## config.mk

```make
export PLATFORM = sky130hd
export DESIGN_NAME = extbus_seq
export DESIGN_NICKNAME = d
export VERILOG_FILES = /design/src/rtl/extbus_pkg.sv /design/src/rtl/extbus_timer.sv /design/src/rtl/extbus_strobes.sv /design/src/rtl/extbus_datapath.sv /design/src/rtl/extbus_seq.sv
export SDC_FILE = /design/constraint.sdc
export NUM_CORES = 1
export LEC_CHECK = 0
export BUFFER_PORTS_ARGS = -buffer_cell sky130_fd_sc_hd__buf_2
export CAP_MARGIN = 20
export CORE_UTILIZATION = 49
export DETAILED_ROUTE_END_ITERATION = 6
export MAX_ROUTING_LAYER = met4
export PLACE_DENSITY = 0.83
export SYNTH_ARGS = -nofsm -noshare
export SYNTH_HDL_FRONTEND = slang
export SYNTH_SLANG_ARGS = --single-unit
```

## constraint.sdc

```tcl
create_clock -name clk -period 2.1 [get_ports clk]
set_input_delay 0.105 -clock clk [delete_from_list [all_inputs] [get_ports clk]]
set_output_delay 0.105 -clock clk [all_outputs]
set_load 0.05 [all_outputs]
```

## src/rtl/extbus_pkg.sv

```systemverilog
package extbus_pkg;
   // Target codes carried on req_tgt
   localparam int unsigned TGT_ROM  = 0;
   localparam int unsigned TGT_RAM  = 1;
   localparam int unsigned TGT_PERI = 2;

   function automatic int unsigned cnt_width(input int unsigned n);
      return (n < 2) ? 1 : $clog2(n);
   endfunction
endpackage

```

## src/rtl/extbus_timer.sv

```systemverilog
module extbus_timer #(
   parameter int unsigned CYC_LEN = 6,
   localparam int unsigned PW     = extbus_pkg::cnt_width(CYC_LEN)
) (
   input  logic          clk,
   input  logic          rst,
   input  logic          start_req,
   output logic          busy,
   output logic [PW-1:0] phase,
   output logic          nxt_busy,
   output logic [PW-1:0] nxt_phase,
   output logic          start
);
   localparam logic [PW-1:0] LAST = PW'(CYC_LEN - 1);

   logic run_on;

   always_comb begin
      start     = start_req && !busy;
      run_on    = busy && (phase != LAST);
      nxt_busy  = start || run_on;
      nxt_phase = run_on ? phase + 1'b1 : '0;
   end

   always_ff @(posedge clk) begin
      if (rst) begin
         busy  <= 1'b0;
         phase <= '0;
      end else begin
         busy  <= nxt_busy;
         phase <= nxt_phase;
      end
   end
endmodule

```

## src/rtl/extbus_strobes.sv

```systemverilog
module extbus_strobes #(
   parameter int unsigned N_SEL   = 3,
   parameter int unsigned SEL_W   = 2,
   parameter int unsigned PW      = 3,
   parameter int unsigned STB_ON  = 2,
   parameter int unsigned STB_OFF = 5,
   parameter int unsigned DRV_ON  = 1,
   parameter int unsigned CYC_LEN = 6
) (
   input  logic             clk,
   input  logic             rst,
   input  logic             nxt_busy,
   input  logic [PW-1:0]    nxt_phase,
   input  logic             nxt_wr,
   input  logic [SEL_W-1:0] nxt_tgt,
   output logic [N_SEL-1:0] cs_n,
   output logic             oe_n,
   output logic             we_n,
   output logic             drive,
   output logic             done
);
   logic in_stb, in_drv, at_end;

   always_comb begin
      in_stb = (nxt_phase >= PW'(STB_ON)) && (nxt_phase < PW'(STB_OFF));
      in_drv = (nxt_phase >= PW'(DRV_ON)) && (nxt_phase < PW'(CYC_LEN));
      at_end = (nxt_phase == PW'(CYC_LEN - 1));
   end

   for (genvar i = 0; i < N_SEL; i++) begin : g_cs
      always_ff @(posedge clk) begin
         if (rst) cs_n[i] <= 1'b1;
         else     cs_n[i] <= !(nxt_busy && (nxt_tgt == SEL_W'(i)));
      end
   end

   always_ff @(posedge clk) begin
      if (rst) begin
         oe_n  <= 1'b1;
         we_n  <= 1'b1;
         drive <= 1'b0;
         done  <= 1'b0;
      end else begin
         oe_n  <= !(nxt_busy && !nxt_wr && in_stb);
         we_n  <= !(nxt_busy &&  nxt_wr && in_stb);
         drive <= nxt_busy && nxt_wr && in_drv;
         done  <= nxt_busy && at_end;
      end
   end
endmodule

```

## src/rtl/extbus_datapath.sv

```systemverilog
module extbus_datapath #(
   parameter int unsigned AW    = 25,
   parameter int unsigned DW    = 16,
   parameter int unsigned SEL_W = 2,
   parameter int unsigned PW    = 3,
   parameter int unsigned CAP_PH = 4
) (
   input  logic             clk,
   input  logic             rst,
   input  logic             start,
   input  logic             busy,
   input  logic [PW-1:0]    phase,
   input  logic [AW-1:0]    in_addr,
   input  logic [SEL_W-1:0] in_tgt,
   input  logic             in_wr,
   input  logic [DW-1:0]    in_wdata,
   input  logic [DW-1:0]    din,
   output logic [AW-1:0]    addr_q,
   output logic [SEL_W-1:0] tgt_q,
   output logic             wr_q,
   output logic [DW-1:0]    wdata_q,
   output logic [DW-1:0]    rdata_q
);
   always_ff @(posedge clk) begin
      if (rst) begin
         addr_q  <= '0;
         tgt_q   <= '0;
         wr_q    <= 1'b0;
         wdata_q <= '0;
         rdata_q <= '0;
      end else begin
         if (start) begin
            addr_q  <= in_addr;
            tgt_q   <= in_tgt;
            wr_q    <= in_wr;
            wdata_q <= in_wdata;
         end
         if (busy && !wr_q && (phase == PW'(CAP_PH)))
            rdata_q <= din;
      end
   end
endmodule

```

## src/rtl/extbus_seq.sv

```systemverilog
module extbus_seq #(
   parameter int unsigned AW      = 25,
   parameter int unsigned DW      = 16,
   parameter int unsigned N_SEL   = 3,
   parameter int unsigned STB_ON  = 2,
   parameter int unsigned STB_OFF = 5,
   parameter int unsigned DRV_ON  = 1,
   parameter int unsigned CYC_LEN = 6,
   localparam int unsigned SEL_W  = extbus_pkg::cnt_width(N_SEL + 1),
   localparam int unsigned PW     = extbus_pkg::cnt_width(CYC_LEN)
) (
   input  logic             clk,
   input  logic             rst,
   input  logic             req_valid,
   output logic             req_rdy,
   input  logic [AW-1:0]    req_addr,
   input  logic [SEL_W-1:0] req_tgt,
   input  logic             req_wr,
   input  logic [DW-1:0]    req_wdata,
   output logic             rsp_done,
   output logic [DW-1:0]    rsp_rdata,
   output logic [AW-1:0]    bus_addr,
   output logic [DW-1:0]    bus_dout,
   input  logic [DW-1:0]    bus_din,
   output logic             bus_drive,
   output logic [N_SEL-1:0] bus_cs_n,
   output logic             bus_oe_n,
   output logic             bus_we_n
);
   if (STB_ON < 1 || STB_OFF <= STB_ON) begin : g_bad_stb
      $error("strobe window must open after phase 0 and be non-empty");
   end
   if (CYC_LEN <= STB_OFF) begin : g_bad_len
      $error("cycle must outlast the strobe release");
   end
   if (DRV_ON >= STB_ON) begin : g_bad_drv
      $error("write data must be driven before the strobe falls");
   end

   logic             busy, nxt_busy, start;
   logic [PW-1:0]    phase, nxt_phase;
   logic [SEL_W-1:0] tgt_q, nxt_tgt;
   logic             wr_q, nxt_wr;

   extbus_timer #(.CYC_LEN(CYC_LEN)) u_timer (
      .clk(clk), .rst(rst), .start_req(req_valid),
      .busy(busy), .phase(phase),
      .nxt_busy(nxt_busy), .nxt_phase(nxt_phase), .start(start)
   );

   extbus_datapath #(
      .AW(AW), .DW(DW), .SEL_W(SEL_W), .PW(PW), .CAP_PH(STB_OFF - 1)
   ) u_dp (
      .clk(clk), .rst(rst), .start(start), .busy(busy), .phase(phase),
      .in_addr(req_addr), .in_tgt(req_tgt), .in_wr(req_wr),
      .in_wdata(req_wdata), .din(bus_din),
      .addr_q(bus_addr), .tgt_q(tgt_q), .wr_q(wr_q),
      .wdata_q(bus_dout), .rdata_q(rsp_rdata)
   );

   always_comb begin
      nxt_tgt = start ? req_tgt : tgt_q;
      nxt_wr  = start ? req_wr  : wr_q;
      req_rdy = !busy;
   end

   extbus_strobes #(
      .N_SEL(N_SEL), .SEL_W(SEL_W), .PW(PW), .STB_ON(STB_ON),
      .STB_OFF(STB_OFF), .DRV_ON(DRV_ON), .CYC_LEN(CYC_LEN)
   ) u_stb (
      .clk(clk), .rst(rst), .nxt_busy(nxt_busy), .nxt_phase(nxt_phase),
      .nxt_wr(nxt_wr), .nxt_tgt(nxt_tgt),
      .cs_n(bus_cs_n), .oe_n(bus_oe_n), .we_n(bus_we_n),
      .drive(bus_drive), .done(rsp_done)
   );
endmodule

```

==> results by group, run 1 <==
Outcome
  • Status: completed

Clock network
  • Clock-pin slew on the worst setup and hold paths: approximately 0.07 ns
  • Clk_lat worst skew: 0.32 ns
  • # H-tree levels: 3
  • Clk root buf: clkbuf_8
  • CTS Buf Count: 9
  • TritonCTS clock tree: yes
  • Cells resized by post-CTS repair: 0
  • Clock sink total: roughly 70
  • Postcts setup bufs: 0
  • Cts hold-fix bufs: 0
  • CTS Buffer Depth: 2

Place
  • Gpl congestion: ~0.88
  • PortBufs: about 130
  • Worst slack at placement: about 0.54 ns
  • HPWL after DPL: approximately 4400 um
  • Area after DPL: ~3300 sq um
  • Inst Count DP: between 400 and 500

Worst setup path
  • Worst setup SP type: flop
  • Last element of the critical path: u_dp.rdata_q[15]$_SDFFE_PP0P_
  • Crit path kind: flop to flop
  • Crit. End Element: flop
  • Crit path arrival time: 1.85 ns
  • FF-to-FF setup slack: roughly 0.51 ns
  • Crit path required time: 2.36 ns
  • Reg2Reg Depth: 5
  • CP max FO: 16
  • Reg-to-Reg End: u_dp.rdata_q[15]$_SDFFE_PP0P_
  • R2R Path Start: u_timer.phase[0]$_SDFF_PP0_
  • Setup crit start: u_timer.phase[0]$_SDFF_PP0_

Drt
  • Vias: between 2000 and 3000
  • Post-DRT Antenna Nets: 0
  • DR WL/cell: 11.9 um
  • Via/cell ratio: 4.96
  • Final wirelength: a little over 6000 um
  • Pre-antenna DRT Iters: 4
  • Initial DRC count: between 100 and 150
  • DRC Markers: 0

Timing
  • Unrepaired setup endpoints after global routing: no
  • Slew Limit Fails: 0
  • Slew @ Worst Pin: a little over 0.9 ns
  • Worst Hold Slack: 0.0106 ns
  • Rel. slew slack: 0.384
  • Final WS setup: roughly 0.5 ns
  • Fin. Hold Viols: 0
  • Fin crit period: about 1.6 ns
  • Clock Skew: between 0.005 and 0.006 ns
  • Final setup fails: 0
  • Maximum clock rate: about 0.63 GHz
  • Part of the cycle the worst path needs: 0.759
  • TNS Setup: 0 ns

Layout
  • Share of cells above drive strength 1: 0.365
  • Finished Core Util: 0.668
  • Commonest cells after routing, fill and taps aside: buf_2, nand2_1, dfxtp_1, a21oi_1, clkbuf_8
  • Non-filler cells, final: 514
  • Nets: between 500 and 600
  • Commonest non-fill, non-tap cell in the layout: buf_2
  • ANT cells: 0
  • Filler instances: between 400 and 500
  • Fin area: ~3500 sq um
  • P&R area growth vs syn: 29.4%

Logic synthesis
  • Seq/Total Area, Yosys: 0.529
  • Avg Cell Area, Syn: roughly 8.4 sq um
  • Mapped Area: 2690 sq um
  • Post-Syn Nets: 384
  • Unique masters post-synth: 29
  • Mapped Cells: between 300 and 400
  • Yosys reg bits: 71
  • Synth warnings: 0

Global routing
  • Pin count of the biggest net entering global routing: 48
  • Gr usage total: 0.226
  • Grt ovf: 0
  • First-pass GRT wire length: between 10000 and 15000 um
  • Initial antenna violation count: 0
  • Number of global-route vias before repair: between 2000 and 2500

Power and ir drop
  • Leakage power: between 1.5 and 2 nW
  • Final Power: 2.83 mW
  • VDD IR max: 0.000521 V
  • Pwr dens: 813 nW/um^2

Run
  • Max-Cap Viols: 0

Worst hold path
  • Hold Crit Class: input pin to flop

Floorplanning
  • Core Rows: 26
  • Die Span Y: 76.0 um
  • Initial Utilization: 0.516
  • Core area: ~5200 sq um
  • I/O pin total: about 130
  • Die area: about 5800 sq um
  • Overall die width: approximately 76 um
-- worst max-delay path, stage by stage (launching register included) --
cell	delay [ns]
dfxtp_1	0.35
inv_1	0.10
ha_1	0.19
and4b_1	0.58
nand2_1	0.15
a21oi_2	0.15
-- Yosys cell counts (all sizes together) --
library cell | number | area, sq um
a2111oi | 1 | 15.0
a21oi | 60 | 338
and2 | 1 | 6.26
and3 | 3 | 23.8
and4 | 1 | 8.76
and4b | 2 | 20.0
buf | 16 | 133
clkbuf | 6 | 22.5
dfxtp | 71 | 1420
ha | 3 | 37.5
inv | 4 | 15.0
nand2 | 121 | 454
nand2b | 1 | 6.26
nand4 | 2 | 12.5
nand4b | 1 | 15.0
nor2 | 5 | 18.8
nor2b | 3 | 21.3
nor3 | 4 | 31.3
nor3b | 5 | 37.5
o21ai | 6 | 30.0
o31a | 1 | 8.76
xor2 | 1 | 8.76
-- cells by family after synthesis --
kind of cell | count (synthesis) | share of synthesized area
DFF | 71 | 0.529
AOI/OAI and AO/OA | 68 | 0.146
and+or+nand+nor | 149 | 0.244
buffers and inverters | 26 | 0.0634
adders and majority gates | 3 | 0.0140
xor gates and xnor gates | 1 | 0.00326
-- cell type report --
cell class	count	area, sq um	share of cell area
inverter	4	15.0	0.00432
multi-input combinational	221	1100	0.317
tap	70	87.6	0.0252
sequential	71	1420	0.409
clock inverter	3	17.5	0.00504
clock buffer	13	159	0.0457
timing repair buffer	132	673	0.194
-- sequential cells by signal, summed over array words and instances, names as in the netlist --
name / count
u_stb.we_n: 1
u_timer.phase: 3
u_stb.cs_n: 3
u_stb.done: 1
u_stb.oe_n: 1
u_dp.wr_q: 1
u_dp.tgt_q: 2
u_dp.rdata_q: 16
u_dp.addr_q: 25
u_dp.wdata_q: 16
u_timer.busy: 1
u_stb.drive: 1
-- power by group --
part / switching (mW) / internal [mW]
Clock: 0.469 / 0.491
Combinational: 0.310 / 0.126
Sequential: 0.0298 / 1.40
Total: 0.809 / 2.02
-- routing by layer --
metal / track usage / part of all wire / vias up
met4: 0.0885 / 0.015 / 0
met2: 0.374 / 0.48 / 100
met5: - / 0 / -
met3: 0.0431 / 0.059 / 10
met1: 0.273 / 0.45 / 1161
li1: - / - / 1279
-- how the worst min path moves through the flow --
| stage | start | to | slack [ns] | cells past startpoint |
|---|---|---|---|---|
| floorplan | req_tgt[0] | u_dp.tgt_q[0]$_SDFF_PP0_ | 0.24 | 2 |
| global placement | req_addr[4] | u_dp.addr_q[4]$_SDFFE_PP0P_ | 0.35 | 3 |
| detailed placement | req_addr[18] | u_dp.addr_q[18]$_SDFFE_PP0P_ | 0.35 | 3 |
| CTS | req_addr[18] | u_dp.addr_q[18]$_SDFFE_PP0P_ | 0.002 | 3 |
| global route | bus_din[1] | u_dp.rdata_q[1]$_SDFFE_PP0P_ | 0.004 | 3 |
| finish | req_wr | u_dp.wr_q$_SDFF_PP0_ | 0.01 | 3 |
No activity file was read; power rests on OpenSTA's default activity.
==> inputs of run 2 (changes only) <==
CORE_UTILIZATION = 46   (was 49)
PLACE_DENSITY = 0.78   (was 0.83)
clock period = 1.5 ns   (was 2.1 ns; I/O delays follow)
==> run 2 against run 1 <==
Against the previous run:
- critical path depth is the same
- register-to-register slack worse by 0.42 ns
- via count is 13% higher
- hold slack better by 0.20 ns
- flip-flop and latch count did not move
- largest cell class unchanged
- combinational power rose by 78%
- die area grew 6.3%
- highest routed layer unchanged
- power rose by 58%
- count of clock-buffer cells in the layout down 2
- largest power group unchanged
- cell count rose by 13%
- non-clock buffer count increased by 64
==> results by group, run 2 (synthesis results as in run 1) <==
Outcome
  • Status: completed

Layout
  • Reg area: 1420 sq um (about the same)
  • Fin area: 4210 sq um (+21%)
  • Largest registers: u_dp.addr_q: 25 flops, u_dp.rdata_q: 16 flops, u_dp.wdata_q: 16 flops
  • Most flops, register: u_dp.addr_q
  • P&R area growth vs syn: 56.7%
  • Nets: 569 (+13%)
  • Filler instances: 409 (-12%)
  • Share of cells above drive strength 1: 0.341 (-0.0243)
  • Commonest non-fill, non-tap cell in the layout: buf_2
  • Max reg flops: 25 (unchanged)
  • ANT cells: 0 (unchanged)
  • Commonest cells after routing, fill and taps aside: buf_2, nand2_1, dfxtp_1, dlygate4sd3_1, a21oi_1
  • Area of the multi-input gates: 1150 sq um (+4.8%)

Floorplanning
  • Initial Utilization: 0.482 (-0.0342)
  • Overall die width: 78.4 um (+3.1%)
  • Core Rows: 27 (+3.8%)
  • I/O pin total: 128 (unchanged)
  • Die area: 6150 sq um (+6.3%)
  • Core area: 5570 sq um (+7.1%)
  • Die Span Y: 78.4 um (+3.1%)

Worst setup path
  • Crit-path max cell delay: 0.38 ns (-0.20 ns)
  • Slowest CP cell: dfxtp_2
  • CP most frequent cell: inv_1
  • CP max FO: 6 (-10)
  • Crit path arrival time: 1.62 ns (-0.23 ns)
  • Worst setup SP type: flop
  • Crit path required time: 1.70 ns (-0.66 ns)
  • Crit. End Element: flop
  • Crit path kind: flop to flop
  • Critical Path, Cell by Cell: inv_1, ha_4, inv_1, a2111oi_4, nand4_1

Clock network
  • # H-tree levels: 3 (unchanged)
  • Clock-pin slew on the worst setup and hold paths: 0.08 ns (about the same)
  • CTS Buf Count: 9 (unchanged)
  • Postcts setup bufs: 0 (unchanged)
  • CTS Buffer Depth: 2 (unchanged)
  • Clk_lat worst skew: 0.33 ns (about the same)
  • Clk root buf: clkbuf_8
  • TritonCTS clock tree: yes
  • Clock sink total: 71 (unchanged)

Drt
  • Final wirelength: 8220 um (+34%)
  • Via/cell ratio: 4.95 (-0.26%)
  • DRC Markers: 0 (unchanged)
  • DR WL/cell: 14.2 um (+19%)
  • Pre-antenna DRT Iters: 4 (unchanged)
  • Vias: 2870 (+13%)
  • Post-DRT Antenna Nets: 0 (unchanged)
  • Initial DRC count: 114 (-14%)

Place
  • Area after DPL: 3330 sq um (+0.99%)
  • Gpl congestion: 0.830 (-5.7%)
  • HPWL after DPL: 4510 um (+2.1%)
  • PortBufs: 127 (unchanged)

Timing
  • Fin crit period: 1.42 ns (-0.175 ns)
  • Slew @ Worst Pin: 0.505 ns (-0.419 ns)
  • Final setup fails: 0 (unchanged)
  • Rel. slew slack: 0.663 (+0.279)
  • Slew Limit Fails: 0 (unchanged)
  • Maximum clock rate: 0.704 GHz (+12%)
  • Fin. Hold Viols: 0 (unchanged)
  • Clock Skew: 0.0115 ns (+0.00603 ns)
  • Part of the cycle the worst path needs: 0.946 (+0.187)
  • TNS Setup: 0 ns (unchanged)

Worst hold path
  • Hold Crit Class: input pin to flop

Global routing
  • First-pass GRT wire length: 13100 um (+28%)
  • Gr usage total: 0.287 (+0.0609)
  • Initial antenna violation count: 0 (unchanged)
  • Grt ovf: 0 (unchanged)
  • Pin count of the biggest net entering global routing: 27 (-44%)
  • Number of global-route vias before repair: 2893 (+24%)

Power and ir drop
  • VDD IR max: 0.000747 V (+43%)
  • Leakage power: 1.92 nW (+19%)
  • Pwr dens: 1060 nW/um^2 (+30%)

Run
  • Max-Cap Viols: 0 (unchanged)
run 2: timing repair:
item / CTS / global route
gates resized for setup: 2 / 8
pin swaps: 0 / 1
gates cloned: 0 / 0
endpoints found under the setup margin: 19 / 24
hold buffers: 60 / 0
hold endpoints to repair: 60 / 0
run 2: power breakdown:
part | internal (mW) | switching (mW)
sequential | 1.96 | 0.0434
combinational | 0.295 | 0.482
clock | 0.983 | 0.693
total | 3.24 | 1.22
run 2: final timing paths:
| path | to | slack, ns | depth (start not counted) | from |
|---|---|---|---|---|
| setup reg to reg | u_stb.we_n$_SDFF_PP1_ | 0.08 | 5 | u_timer.phase[0]$_SDFF_PP0_ |
| hold / removal | u_dp.addr_q[24]$_SDFFE_PP0P_ | 0.21 | 4 | req_valid |
| setup / recovery | u_stb.we_n$_SDFF_PP1_ | 0.08 | 5 | u_timer.phase[0]$_SDFF_PP0_ |
| hold reg to reg | u_dp.addr_q[24]$_SDFFE_PP0P_ | 0.45 | 2 | u_dp.addr_q[24]$_SDFFE_PP0P_ |
run 2: area by class of cell:
type / instances / area share
clock buffer: 11 / 0.0336
clock inverter: 5 / 0.0193
inverter: 4 / 0.00357
multi-input combinational: 221 / 0.274
sequential: 71 / 0.338
tap: 72 / 0.0214
timing repair buffer: 196 / 0.310
run 2: metal layers:
metal | GRT usage | vias up | share of wire
li1 | - | 1408 | -
met1 | 0.310 | 1306 | 0.39
met2 | 0.489 | 135 | 0.52
met3 | 0.0558 | 21 | 0.064
met4 | 0.170 | 0 | 0.028
met5 | - | - | 0
run 2: per-stage QoR:
step | utilization | std cells | setup WS (ns) | hold slack (ns) | total power, mW
6_report | 0.755 | 580 | 0.0805 | 0.211 | 4.46
5_1_grt | 0.755 | 580 | -0.00243 | 0.212 | 4.65
4_1_cts | 0.748 | 580 | 0.0127 | 0.178 | 4.46
3_5_place_dp | 0.598 | 504 | -0.0753 | 0.321 | 2.67
3_3_place_gp | 0.598 | 504 | -0.00105 | 0.315 | 2.66
2_1_floorplan | - | 318 | 0.101 | 0.211 | 2.48
run 2: critical path, delay by kind of cell, from the launching register on:
kind	cells	cell delay, ns
DFF	1	0.38
adders and majority gates	1	0.31
buffers and inverters	2	0.17
and+or+nand+nor	1	0.12
AOI/OAI and AO/OA	1	0.30
